### src/rtl/cct_pkg.sv
package cct_pkg;
  localparam int unsigned ADDR_W   = 3;
  localparam int unsigned CMP_BASE = 4;

  typedef enum logic [ADDR_W-1:0] {
    REG_CAP  = 3'd0,
    REG_CNT  = 3'd1,
    REG_TGL  = 3'd2,
    REG_LVL  = 3'd3,
    REG_CMP0 = 3'd4,
    REG_CMP1 = 3'd5
  } reg_addr_e;
endpackage

### src/rtl/cct_edge_sync.sv
module cct_edge_sync #(
  parameter int unsigned STAGES = 2
) (
  input  logic clk_i,
  input  logic rst_ni,
  input  logic async_i,
  output logic rise_o
);
  logic [STAGES-1:0] sync_q;
  logic              prev_q;

  generate
    for (genvar s = 0; s < STAGES; s++) begin : g_stage
      if (s == 0) begin : g_first
        always_ff @(posedge clk_i or negedge rst_ni)
          if (!rst_ni) sync_q[0] <= 1'b0;
          else         sync_q[0] <= async_i;
      end else begin : g_next
        always_ff @(posedge clk_i or negedge rst_ni)
          if (!rst_ni) sync_q[s] <= 1'b0;
          else         sync_q[s] <= sync_q[s-1];
      end
    end
  endgenerate

  always_ff @(posedge clk_i or negedge rst_ni)
    if (!rst_ni) prev_q <= 1'b0;
    else         prev_q <= sync_q[STAGES-1];

  assign rise_o = sync_q[STAGES-1] & ~prev_q;
endmodule

### src/rtl/cct_counter.sv
module cct_counter #(
  parameter int unsigned W = 16
) (
  input  logic         clk_i,
  input  logic         rst_ni,
  input  logic         tick_i,
  output logic [W-1:0] cnt_o,
  output logic [W-1:0] nxt_o
);
  logic [W-1:0] cnt_q;

  assign nxt_o = cnt_q + W'(1);
  assign cnt_o = cnt_q;

  always_ff @(posedge clk_i or negedge rst_ni)
    if (!rst_ni)     cnt_q <= '0;
    else if (tick_i) cnt_q <= nxt_o;
endmodule

### src/rtl/cct_capture.sv
module cct_capture #(
  parameter int unsigned W = 16
) (
  input  logic         clk_i,
  input  logic         rst_ni,
  input  logic         evt_i,
  input  logic [W-1:0] cnt_i,
  output logic [W-1:0] cap_o,
  output logic         irq_o
);
  always_ff @(posedge clk_i or negedge rst_ni)
    if (!rst_ni) begin
      cap_o <= '0;
      irq_o <= 1'b0;
    end else begin
      irq_o <= evt_i;
      if (evt_i) cap_o <= cnt_i;
    end
endmodule

### src/rtl/cct_compare.sv
module cct_compare #(
  parameter int unsigned W = 16,
  parameter int unsigned N = 2
) (
  input  logic                clk_i,
  input  logic                rst_ni,
  input  logic                tick_i,
  input  logic [W-1:0]        nxt_i,
  input  logic [N-1:0][W-1:0] cmp_i,
  input  logic [N-1:0]        tgl_en_i,
  input  logic                lvl_wr_i,
  input  logic                lvl_i,
  output logic [N-1:0]        irq_o,
  output logic                fire_o,
  output logic                tmr_o
);
  logic [N-1:0] hit;

  // match judged on the value the counter steps onto
  generate
    for (genvar k = 0; k < N; k++) begin : g_cmp
      assign hit[k] = tick_i && (nxt_i == cmp_i[k]);
    end
  endgenerate

  assign fire_o = |(hit & tgl_en_i);

  always_ff @(posedge clk_i or negedge rst_ni)
    if (!rst_ni) begin
      irq_o <= '0;
      tmr_o <= 1'b0;
    end else begin
      irq_o <= hit;
      if (lvl_wr_i)    tmr_o <= lvl_i;
      else if (fire_o) tmr_o <= ~tmr_o;
    end
endmodule

### src/rtl/cc_oneshot_timer.sv
module cc_oneshot_timer
  import cct_pkg::*;
#(
  parameter int unsigned W           = 16,
  parameter int unsigned NUM_CMP     = 2,
  parameter int unsigned SYNC_STAGES = 2
) (
  input  logic               clk_i,
  input  logic               rst_ni,
  input  logic               tick_i,
  input  logic               trig_i,
  input  logic               wr_i,
  input  logic [ADDR_W-1:0]  addr_i,
  input  logic [W-1:0]       wdata_i,
  output logic [W-1:0]       rdata_o,
  output logic               irq_cap_o,
  output logic [NUM_CMP-1:0] irq_cmp_o,
  output logic               tmr_o
);
  logic [W-1:0]              cnt_q;
  logic [W-1:0]              cnt_nxt;
  logic [W-1:0]              cap_q;
  logic                      trig_rise;
  logic [NUM_CMP-1:0][W-1:0] cmp_q;
  logic [NUM_CMP-1:0]        tgl_en_q;
  logic                      lvl_wr;
  logic                      fire;

  cct_edge_sync #(.STAGES(SYNC_STAGES)) u_sync (
    .clk_i(clk_i), .rst_ni(rst_ni), .async_i(trig_i), .rise_o(trig_rise)
  );

  cct_counter #(.W(W)) u_cnt (
    .clk_i(clk_i), .rst_ni(rst_ni), .tick_i(tick_i), .cnt_o(cnt_q), .nxt_o(cnt_nxt)
  );

  cct_capture #(.W(W)) u_cap (
    .clk_i(clk_i), .rst_ni(rst_ni), .evt_i(trig_rise), .cnt_i(cnt_q),
    .cap_o(cap_q), .irq_o(irq_cap_o)
  );

  assign lvl_wr = wr_i && (addr_i == REG_LVL);

  generate
    for (genvar k = 0; k < NUM_CMP; k++) begin : g_cmp_reg
      localparam logic [ADDR_W-1:0] A = ADDR_W'(CMP_BASE + k);
      always_ff @(posedge clk_i or negedge rst_ni)
        if (!rst_ni)                   cmp_q[k] <= '0;
        else if (wr_i && addr_i == A)  cmp_q[k] <= wdata_i;
    end
  endgenerate

  always_ff @(posedge clk_i or negedge rst_ni)
    if (!rst_ni)                           tgl_en_q <= '0;
    else if (wr_i && addr_i == REG_TGL)    tgl_en_q <= wdata_i[NUM_CMP-1:0];

  cct_compare #(.W(W), .N(NUM_CMP)) u_cmp (
    .clk_i(clk_i), .rst_ni(rst_ni), .tick_i(tick_i), .nxt_i(cnt_nxt),
    .cmp_i(cmp_q), .tgl_en_i(tgl_en_q), .lvl_wr_i(lvl_wr), .lvl_i(wdata_i[0]),
    .irq_o(irq_cmp_o), .fire_o(fire), .tmr_o(tmr_o)
  );

  always_comb begin
    rdata_o = '0;
    unique case (addr_i)
      REG_CAP: rdata_o = cap_q;
      REG_CNT: rdata_o = cnt_q;
      REG_TGL: rdata_o = W'(tgl_en_q);
      REG_LVL: rdata_o = W'(tmr_o);
      default: begin
        for (int k = 0; k < NUM_CMP; k++)
          if (addr_i == ADDR_W'(CMP_BASE + k)) rdata_o = cmp_q[k];
      end
    endcase
  end
endmodule

### config.mk
export PLATFORM = sky130hd
export DESIGN_NAME = cc_oneshot_timer
export DESIGN_NICKNAME = d
export VERILOG_FILES = /design/src/rtl/cct_pkg.sv /design/src/rtl/cct_edge_sync.sv /design/src/rtl/cct_counter.sv /design/src/rtl/cct_capture.sv /design/src/rtl/cct_compare.sv /design/src/rtl/cc_oneshot_timer.sv
export SDC_FILE = /design/constraint.sdc
export NUM_CORES = 1
export LEC_CHECK = 0
export BUFFER_PORTS_ARGS = -buffer_cell sky130_fd_sc_hd__buf_4
export CAP_MARGIN = 10
export CORE_MARGIN = 4
export CORE_UTILIZATION = 28
export DETAILED_ROUTE_END_ITERATION = 7
export GPL_TIMING_DRIVEN = 0
export PLACE_DENSITY_LB_ADDON = 0.25
export RECOVER_POWER = 25
export SLEW_MARGIN = 20
export SYNTH_ARGS = -nofsm -noshare
export SYNTH_HDL_FRONTEND = slang
export SYNTH_SLANG_ARGS = --single-unit
### constraint.sdc
create_clock -name clk_i -period 3 [get_ports clk_i]
set_clock_uncertainty 0.15 [all_clocks]
set_input_delay 0.3 -clock clk_i [delete_from_list [all_inputs] [get_ports clk_i]]
set_output_delay 0.3 -clock clk_i [all_outputs]
set_load 0.01 [all_outputs]
==> results of run 1 <==
-- worst max path at each step --
stage / start / to / slack [ns]
after floorplan: u_cnt.cnt_o[1] / u_cmp.tmr_o / 0.58
after global placement: addr_i[0] / rdata_o[15] / -0.22
after detailed placement: addr_i[0] / rdata_o[15] / -0.27
after CTS: u_cnt.cnt_o[1] / u_cmp.tmr_o / 0.03
after global routing: u_cnt.cnt_o[1] / u_cmp.tmr_o / 0.04
final: u_cnt.cnt_o[1] / u_cmp.tmr_o / 0.24
-- power by group --
group | internal (W) | switching [W] | total [W]
clock network | 0.000711 | 0.000404 | 0.00112
registers | 0.00118 | 0.000184 | 0.00136
logic | 0.000614 | 0.000571 | 0.00119
-- worst max-delay path: cells and delay by family (launching register included) --
kind            cells  cell delay [ns]
compound gates      4             0.89
xor+xnor            3             0.58
fa+ha+maj           1             0.29
flops               1             0.44
simple gates        1             0.33
-- layout by cell type, fill, tap and decap left out, drive strengths merged, types with 2 or more instances in the layout --
master / count
a21oi: 6
a31oi: 2
and3: 4
and4: 3
buf: 57
clkbuf: 27
dfrtp: 73
inv: 6
mux2: 49
mux2i: 3
mux4: 15
nand2: 17
nand2b: 4
nand3: 7
nand4: 8
nand4b: 2
nor2: 9
nor2b: 16
nor3: 9
nor3b: 4
nor4: 8
o2111ai: 2
o211ai: 2
o21ai: 7
o22ai: 3
or4: 2
xnor2: 37
xor2: 19
-- through the flow --
| stage | util [%] | setup TNS [ns] |
|---|---|---|
| 3_3_place_gp | 32.0 | -2.90 |
| 6_report | 34.3 | 0 |
| 5_1_grt | 34.3 | 0 |
| 3_5_place_dp | 32.1 | -1.86 |
| 4_1_cts | 34.2 | 0 |
| 2_1_floorplan | - | 0 |
-- cell usage after synthesis, drive strengths merged, types with 2 or more instances --
library cell	count	area share [%]
a21oi	6	0.70
a31oi	2	0.29
and3	4	0.58
and4	3	0.61
buf	18	2.4
clkbuf	12	1.0
dfrtp	73	42
inv	6	0.52
mux2	49	13
mux2i	3	0.70
mux4	15	7.9
nand2	17	1.5
nand2b	4	0.58
nand3	7	1.0
nand4	8	1.5
nand4b	2	0.41
nor2	9	0.84
nor2b	16	2.3
nor3	9	1.2
nor3b	4	0.70
nor4	8	1.9
o2111ai	2	0.41
o211ai	2	0.35
o21ai	7	0.81
o22ai	3	0.44
or4	2	0.35
xnor2	37	7.5
xor2	19	3.9
-- cell families (layout without fill, tap and decap cells) --
group	count (synthesis)	in the layout	share of synthesized area, %
and+or+nand+nor	98	98	14.5
buffers and inverters	36	94	4.02
muxes	67	67	21.4
adders and majority gates	1	1	0.291
DFF	73	73	42.5
xor gates and xnor gates	57	57	11.9
AOI/OAI and AO/OA	33	33	5.38
-- what timing repair did --
item / CTS / global route
hold endpoints to repair: 1 / 0
buffers inserted: 0 / 0
endpoints found under the setup margin: 8 / 7
gates resized for setup: 3 / 3
hold buffers: 1 / 0
-- registers in the layout (all words and copies together), names as in the netlist --
| register | cells |
|---|---|
| u_sync.prev_q | 1 |
| cmp_q | 32 |
| u_sync.sync_q | 2 |
| u_cap.irq_o | 1 |
| u_cmp.tmr_o | 1 |
| tgl_en_q | 2 |
| u_cap.cap_o | 16 |
| u_cnt.cnt_o | 16 |
| u_cmp.irq_o | 2 |
-- routing by layer --
| metal | vias to the layer above | global-route usage [%] | share of wire, % |
|---|---|---|---|
| met1 | 1507 | 18.6 | 46 |
| met2 | 75 | 21.4 | 47 |
| met5 | - | 0 | 0 |
| li1 | 1423 | - | - |
| met3 | 13 | 3.32 | 5.2 |
| met4 | 0 | 5.89 | 2.0 |
-- layout make-up --
| cell class | instances | area [um2] |
|---|---|---|
| fill | 1515 | 9950 |
| multi-input combinational | 256 | 2320 |
| sequential | 73 | 1830 |
| timing repair buffer | 43 | 323 |
| clock buffer | 14 | 274 |
| tap | 188 | 235 |
| buffer | 29 | 155 |
| clock inverter | 2 | 35.0 |
| inverter | 6 | 22.5 |
==> summary.txt, run 1 <==
Run status
  – Status: complete, but fails checks
  – Failing checks: max-capacitance violations, max-slew violations

STA
  – Crit share post-route: 92.1%
  – FMAX: 362 MHz
  – Post-layout min period: 2.76 ns
  – Finish-stage setup viols: 0
  – Final Max Slew Viols: 74
  – Worst hold margin: 0.0476 ns
  – Crit path setup slack, layout: 0.236 ns
  – Final Hold Vio Count: 0
  – Worst-Margin Slew: 1.88 ns
  – RSZ-0062 raised after global routing: no
  – Slew headroom: -25.2%

Worst setup path
  – Worst R2R Path Depth: 9
  – Worst-path fanout max: 7
  – Critical path's slowest cell: dfrtp_1
  – CP startpoint kind: flop
  – Crit. End Element: flop
  – Reg-to-reg critical path startpoint: u_cnt.cnt_o[1]
  – FF-to-FF End: u_cmp.tmr_o
  – Cell Chain, Critical Path: ha_2 -> xnor2_2 -> xor2_1 -> o2111ai_1 -> a2111o_1 -> nor4_4 -> a32oi_1 -> xor2_1 -> a21oi_1
  – R2R Setup Slk: 0.24 ns
  – Critical path class: flop to flop
  – Req. time, crit path: 3.11 ns
  – CP peak stage delay: 0.44 ns
  – CP arrival: 2.88 ns
  – CP most frequent cell: xor2_1

Cells and area
  – Post-route non-filler standard cell count: 611
  – Final Instance Area: 5190 um2
  – Final nets: 443
  – Layout cell share with drive strength beyond 1: 35.5%
  – Area grow syn2layout: 20.8%
  – ANT cells: 0

GRT
  – Vias in the first global route: 3110
  – Largest net degree at the start of global routing: 74
  – GRT Resource Usage Total: 13.9%
  – Antenna violations before repair: 0
  – Total grt overflow: 0
  – Global-route wire length before repair: 18500 um

Floorplan
  – # rows: 45
  – Die area: 17400 um2
  – # IOs: 44
  – Initial Utilization: 28.4%
  – CORE AREA: 15100 um2
  – DIE HEIGHT: 132 um
  – Die Span X: 132 um

Place
  – Port Buffers: 42
  – Gpl congestion: 0.899
  – Placed Cells: 595
  – Dpl ws: -0.273 ns
  – Detail Placement HPWL: 8440 um
  – Post-DP Area: 4850 um2

Drt
  – Routed len/inst: 18.8 um
  – Via Count: 3018
  – First-pass DRT Iterations: 4
  – Drt total wl: 11500 um
  – Routed Antenna Nets: 0
  – DRC Markers: 0
  – DR iter-0 viols: 115
  – Drt via density: 4.94

Clock network
  – CTS Buffer Depth: 2
  – Root Buffer: clkbuf_16
  – Sink Count: 73
  – CTS clk-pin slew, worst paths: 0.06 ns
  – CTS buffer count: 9
  – CTS tree: done
  – CTS H-tree depth: 3
  – Worst-Skew Late Latency: 0.34 ns

Pwr
  – VDD IR max: 0.000203 V
  – P_leak: 2.15 nW
  – Power consumption: 0.00367 W
  – Power per cell area: 706 nW/um2

Synth
  – Yosys reg bits: 73
  – Yosys cell types: 55
  – Number of synthesized flops with an enable pin: 0
  – Syn Nets: 390
  – Register area share after synthesis: 42.5%
  – Async SR Flop Fraction: 100%
  – Mapped Cells: 365
  – Cell Area, Synth: 4300 um2
  – Yosys synthesis warning count: 0
  – Synth Flop Type: dfrtp_1
  – Synth Area per Inst: 11.8 um2

Min path
  – HP Start: wdata_i[8]
  – Worst Hold Depth: 2
  – Hold WC Path Type: input pin to flop
  – Hold Path Sink: cmp_q[24]

Job
  – Max Cap Violations: 1
Note: power is estimated with default switching activity, not from simulation.
==> inputs of run 2 (changes only) <==
--- a/config.mk
+++ b/config.mk
@@ -5,6 +5,7 @@
 export SDC_FILE = /design/constraint.sdc
 export NUM_CORES = 1
 export LEC_CHECK = 0
+export ABC_AREA = 1
 export BUFFER_PORTS_ARGS = -buffer_cell sky130_fd_sc_hd__buf_4
 export CAP_MARGIN = 10
 export CORE_MARGIN = 4
==> run 2 against run 1 <==
Effect of this change: the flow still finishes with violations (max-capacitance violations, max-slew violations); fmax grew 9.4%; wire length rose by 14%; cell area is 3.0% lower; first-iteration DRC count rose to 3.0 times the previous value; die area down 1.5%; core utilization is 0.099 points higher; largest power group unchanged.
==> summary.txt, run 2 <==
Cells and area
  – Largest register FFs: 32
  – Most common cell after layout, fill and taps aside: nand2_1
  – Leading cell types in the layout, fill and taps excluded: nand2_1 (184), inv_1 (96), dfrtp_1 (73), o21ai_0 (66), nand3_1 (50)
  – Final nets: 683
  – ANT cells: 0
  – Layout cell share with drive strength beyond 1: 9.53%
  – Reg with most FFs: cmp_q
  – Area grow syn2layout: 19.1%
  – Filler instances: 1608

Synth
  – Share of the synthesized area in the top cell type: 43.2%
  – Synth Area per Inst: 7.01 um2
  – Cell Area, Synth: 4230 um2
  – Most frequent cell after synthesis: nand2_1
  – Mapped Cells: 603
  – Top cells by area, synth: dfrtp_1 (43%), nand2_1 (16%), inv_1 (8.5%)
  – Yosys synthesis warning count: 0
  – Register area share after synthesis: 43.2%
  – Commonest cells in the netlist: nand2_1 (184), inv_1 (96), dfrtp_1 (73)
  – Synth Flop Type: dfrtp_1
  – Synth area leader: dfrtp_1
  – Number of synthesized flops with an enable pin: 0
  – Yosys reg bits: 73
  – Yosys cell types: 30
  – Async SR Flop Fraction: 100%
  – Syn Nets: 628

STA
  – Final Max Slew Viols: 74
  – Finish-stage setup viols: 0
  – FMAX: 396 MHz
  – Worst-Margin Slew: 1.80 ns
  – Final Hold Vio Count: 0
  – Crit share post-route: 84.2%
  – RSZ-0062 raised after global routing: no
  – Final setup TNS: 0 ns
  – Slew headroom: -20.3%
  – Crit path setup slack, layout: 0.474 ns
  – Post-layout min period: 2.53 ns

Worst setup path
  – Crit. End Element: output pin
  – CP startpoint kind: input pin
  – Critical path class: input pin to output pin
  – Worst-path fanout max: 10
  – CP arrival: 2.08 ns
  – R2R Setup Slk: 0.60 ns
  – Reg-to-reg critical path startpoint: u_cnt.cnt_o[0]
  – Worst R2R Path Depth: 14
  – Req. time, crit path: 2.55 ns
  – FF-to-FF End: u_cmp.tmr_o

Pwr
  – VDD IR max: 0.000250 V
  – Power per cell area: 690 nW/um2
  – Power consumption: 0.00347 W
  – P_leak: 2.56 nW

Floorplan
  – # IOs: 44
  – Initial Utilization: 28.9%
  – DIE HEIGHT: 131 um
  – Die Span X: 131 um
  – Die area: 17100 um2
  – CORE AREA: 14600 um2
  – # rows: 44

GRT
  – Largest net degree at the start of global routing: 74
  – GRT Resource Usage Total: 16.1%
  – Vias in the first global route: 3875
  – Antenna violations before repair: 0
  – Global-route wire length before repair: 21100 um
  – Total grt overflow: 0

Clock network
  – Root Buffer: clkbuf_16
  – CTS tree: done
  – Worst-Skew Late Latency: 0.33 ns
  – CTS buffer count: 9
  – CTS clk-pin slew, worst paths: 0.05 ns
  – CTS Buffer Depth: 2
  – Sink Count: 73
  – Post-CTS sizing: 0
  – CTS H-tree depth: 3

Drt
  – First-pass DRT Iterations: 8
  – Drt total wl: 13100 um
  – Drt via density: 4.81
  – Via Count: 4064
  – Routed Antenna Nets: 0
  – DR iter-0 viols: 341
  – Routed len/inst: 15.5 um
  – DRC Markers: 0

Place
  – Dpl ws: 0.511 ns
  – Gpl congestion: 0.930
  – Detail Placement HPWL: 10600 um
  – Port Buffers: 42

Run status
  – Status: complete, but fails checks
  – Failing checks: max-capacitance violations, max-slew violations

Job
  – Max Cap Violations: 1

Min path
  – Hold Path Sink: cmp_q[14]
  – HP Start: wdata_i[14]
  – Worst Hold Depth: 3
  – Hold WC Path Type: input pin to flop
==> run 2: changes by cell type after synthesis, sizes merged, moves of 16 or more <==
cell,change
o21ai,+61
mux2,-49
nor2b,-16
nor2,+38
xnor2,-37
inv,+91
nand3,+44
xor2,-16
nand2,+171
==> run 2: worst max path at each step <==
stage | end | from | slack [ns]
6_report | rdata_o[6] | addr_i[0] | 0.47
4_1_cts | rdata_o[6] | addr_i[2] | 0.50
2_1_floorplan | u_cmp.tmr_o | u_cnt.cnt_o[1] | 1.14
5_1_grt | tgl_en_q[0] | rst_ni | 0.34
3_5_place_dp | rdata_o[6] | addr_i[0] | 0.51
3_3_place_gp | rdata_o[11] | addr_i[1] | 0.48
==> run 2: logic make-up (layout without fill, tap and decap cells) <==
kind of cell | Yosys count | count (layout) | synth area share (%)
xor gates and xnor gates | 3 | 3 | 0.621
AOI/OAI and AO/OA | 106 | 106 | 14.7
and+or+nand+nor | 304 | 304 | 30.8
buffers and inverters | 116 | 174 | 10.4
DFF | 73 | 73 | 43.2
adders and majority gates | 1 | 1 | 0.296
==> run 2: repair_timing <==
item / 4_1_cts / 5_1_grt
hold buffers: 2 / 0
setup buffers: 0 / 0
hold endpoints to repair: 7 / 0
setup endpoints to repair: 0 / 0
==> run 2: layout make-up <==
type | instances | area [um2] | area share [%]
Clock buffer | 14 | 264 | 5.24
Sequential cell | 73 | 1830 | 36.3
Multi-Input combinational cell | 414 | 1960 | 39.0
Timing Repair Buffer | 44 | 314 | 6.23
Inverter | 98 | 368 | 7.30
Buffer | 18 | 71.3 | 1.42
Tap cell | 184 | 230 | 4.57
==> run 2: critical path, cell delays in order <==
cell	delay, ns
buf_4	0.12
inv_1	0.06
nor2_1	0.04
inv_1	0.06
nor2_1	0.07
inv_1	0.17
buf_1	0.48
o22ai_1	0.23
a221oi_1	0.33
inv_1	0.07
buf_4	0.15
==> run 2: routing by layer <==
layer	vias to the layer above	track usage, %	routed length [um]
met3	17	1.87	553
met2	90	24.7	5830
met5	-	0	0
met4	0	5.93	227
met1	1887	23.3	6470
li1	2070	-	-
==> run 2: power by group <==
part,switching (W),total [W],internal [W]
registers,0.000214,0.00141,0.00119
clock network,0.000381,0.000978,0.000596
logic,0.000702,0.00109,0.000388
==> run 2: metrics by stage <==
step           hold slack (ns)  utilization, %  instance area [um2]  cells
3_3_place_gp             0.190            32.6                 4770    829
2_1_floorplan           -0.146               -                 4230    603
4_1_cts                 0.0883            34.5                 5060    845
6_report                0.0941            34.4                 5040    845
5_1_grt                  0.111            34.4                 5040    845
3_5_place_dp             0.186            32.6                 4770    829
==> inputs of run 3 (changes only) <==
==> constraint.sdc (replaced) <==
create_clock -name clk_i -period 2.1 [get_ports clk_i]
set_clock_uncertainty 0.15 [all_clocks]
set_input_delay 0.21 -clock clk_i [delete_from_list [all_inputs] [get_ports clk_i]]
set_output_delay 0.21 -clock clk_i [all_outputs]
set_load 0.01 [all_outputs]
==> run 3 against run 2 <==
Effect of this change: the flow finishes with violations (negative setup slack); total power up 53%; cell area up 7.6%; setup slack worse by 0.55 ns; critical path type is now flop to flop; highest routed layer unchanged.
==> summary.txt, run 3 (synthesis results as in run 2) <==
Place
  – Dpl ws: -0.276 ns
  – Port Buffers: 42
  – Gpl congestion: 0.930
  – Detail Placement HPWL: 10600 um
  – Placed Cells: 829

Drt
  – Drt total wl: 13400 um
  – Routed Antenna Nets: 0
  – DR iter-0 viols: 370
  – Drt via density: 4.89
  – First-pass DRT Iterations: 5
  – Routed len/inst: 15.6 um
  – Via Count: 4193
  – DRC Markers: 0

Pwr
  – Power per cell area: 979 nW/um2
  – P_leak: 2.68 nW
  – VDD IR max: 0.000367 V
  – Power consumption: 0.00530 W

STA
  – Finish-stage setup viols: 2
  – Crit path setup slack, layout: -0.0777 ns
  – Final setup TNS: -0.151 ns
  – Final Max Slew Viols: 0
  – Final Hold Vio Count: 0
  – RSZ-0062 raised after global routing: yes
  – Worst-Margin Slew: 0.923 ns
  – Slew headroom: 38.4%
  – Post-layout min period: 2.18 ns
  – FMAX: 459 MHz
  – Worst hold margin: 0.00911 ns
  – Crit share post-route: 104%

Clock network
  – Root Buffer: clkbuf_16
  – Sink Count: 73
  – CTS Buffer Depth: 2
  – Worst-Skew Late Latency: 0.33 ns
  – CTS tree: done
  – CTS H-tree depth: 3
  – CTS clk-pin slew, worst paths: 0.05 ns
  – CTS buffer count: 9

Cells and area
  – Final nets: 695
  – Layout cell share with drive strength beyond 1: 21.1%
  – Leading cell types in the layout, fill and taps excluded: nand2_1 (160), inv_1 (95), dfrtp_1 (70), o21ai_0 (66), buf_4 (51)
  – Most common cell after layout, fill and taps aside: nand2_1
  – ANT cells: 0
  – Area grow syn2layout: 28.1%
  – Reg with most FFs: cmp_q
  – Post-route non-filler standard cell count: 857
  – Largest register FFs: 32

GRT
  – Global-route wire length before repair: 21500 um
  – GRT Resource Usage Total: 16.4%
  – Vias in the first global route: 3977
  – Total grt overflow: 0
  – Largest net degree at the start of global routing: 74
  – Antenna violations before repair: 0

Floorplan
  – Die area: 17100 um2
  – Die Span X: 131 um
  – Initial Utilization: 28.9%
  – CORE AREA: 14600 um2
  – DIE HEIGHT: 131 um
  – # IOs: 44
  – # rows: 44

Worst setup path
  – Req. time, crit path: 2.20 ns
  – CP arrival: 2.28 ns
  – CP startpoint kind: flop
  – Critical path class: flop to flop
  – Worst-path fanout max: 3
  – Crit. End Element: flop

Run status
  – Failing checks: negative setup slack
  – Status: complete, but fails checks

Min path
  – Hold WC Path Type: input pin to flop

Job
  – Max Cap Violations: 0
## run 3: changes by cell type in the layout (fill, tap and decap cells not counted), moves of 10 or more
cell	change
nand2_2	+21
nand3_2	+10
nor2_1	-11
buf_4	+16
nand3_1	-11
nand2_1	-24
## run 3: path summary, 6_finish.rpt
check / depth (start not counted) / endpoint / slack [ns] / startpoint
max in group asynchronous: 2 / u_cnt.cnt_o[3] / 0.74 / rst_ni
worst max-delay path: 9 / u_cmp.irq_o[1] / -0.08 / u_cnt.cnt_o[1]
worst max register to register: 9 / u_cmp.irq_o[1] / -0.08 / u_cnt.cnt_o[1]
worst min register to register: 0 / u_sync.sync_q[1] / 0.20 / u_sync.sync_q[0]
worst min-delay path: 3 / cmp_q[13] / 0.009 / wdata_i[13]
min in group asynchronous: 2 / u_cap.cap_o[8] / 0.42 / rst_ni
## run 3: metrics by stage
stage	util [%]	area [um2]
after CTS	36.4	5340
after global routing	37.0	5420
after floorplan	-	4230
final	37.0	5420
after detailed placement	32.6	4770
after global placement	32.6	4770
## run 3: routing by layer
metal | track usage, % | vias to the layer above | part of all wire [%]
li1 | - | 2091 | -
met3 | 1.63 | 18 | 4.9
met2 | 24.7 | 114 | 45
met5 | 0 | - | 0
met1 | 23.9 | 1970 | 48
met4 | 6.84 | 0 | 2.4
## run 3: critical path: stages (launching register included)
cell and delay, ns:
dfrtp_1 0.41, ha_4 0.20, nand3_4 0.10, o21ai_2 0.20, nand2_1 0.15, nand2_1 0.11
nand2_1 0.05, nor4_1 0.42, nand3b_1 0.15, nor2_1 0.15
## run 3: cell type report
class / instances / area [um2]
fillers: 1573 / 9230
multi-input cells: 414 / 2190
flip-flops and latches: 73 / 1830
repair buffers: 56 / 439
inverters: 98 / 372
clock buffers: 14 / 264
well taps: 184 / 230
plain buffers: 18 / 90.1
## run 3: report_power, final
part / total (W) / switching (W) / leakage, nW / internal (W)
Combinational: 0.00187 / 0.00114 / 1.62 / 0.000739
Clock: 0.00139 / 0.000538 / 0.129 / 0.000852
Sequential: 0.00204 / 0.000330 / 0.929 / 0.00171
## run 3: repair_timing
item,4_1_cts,5_1_grt
setup buffers,9,2
gates resized for setup,59,24
endpoints found under the hold margin,75,0
pin swaps,30,9
endpoints found under the setup margin,14,13
hold buffers,3,0
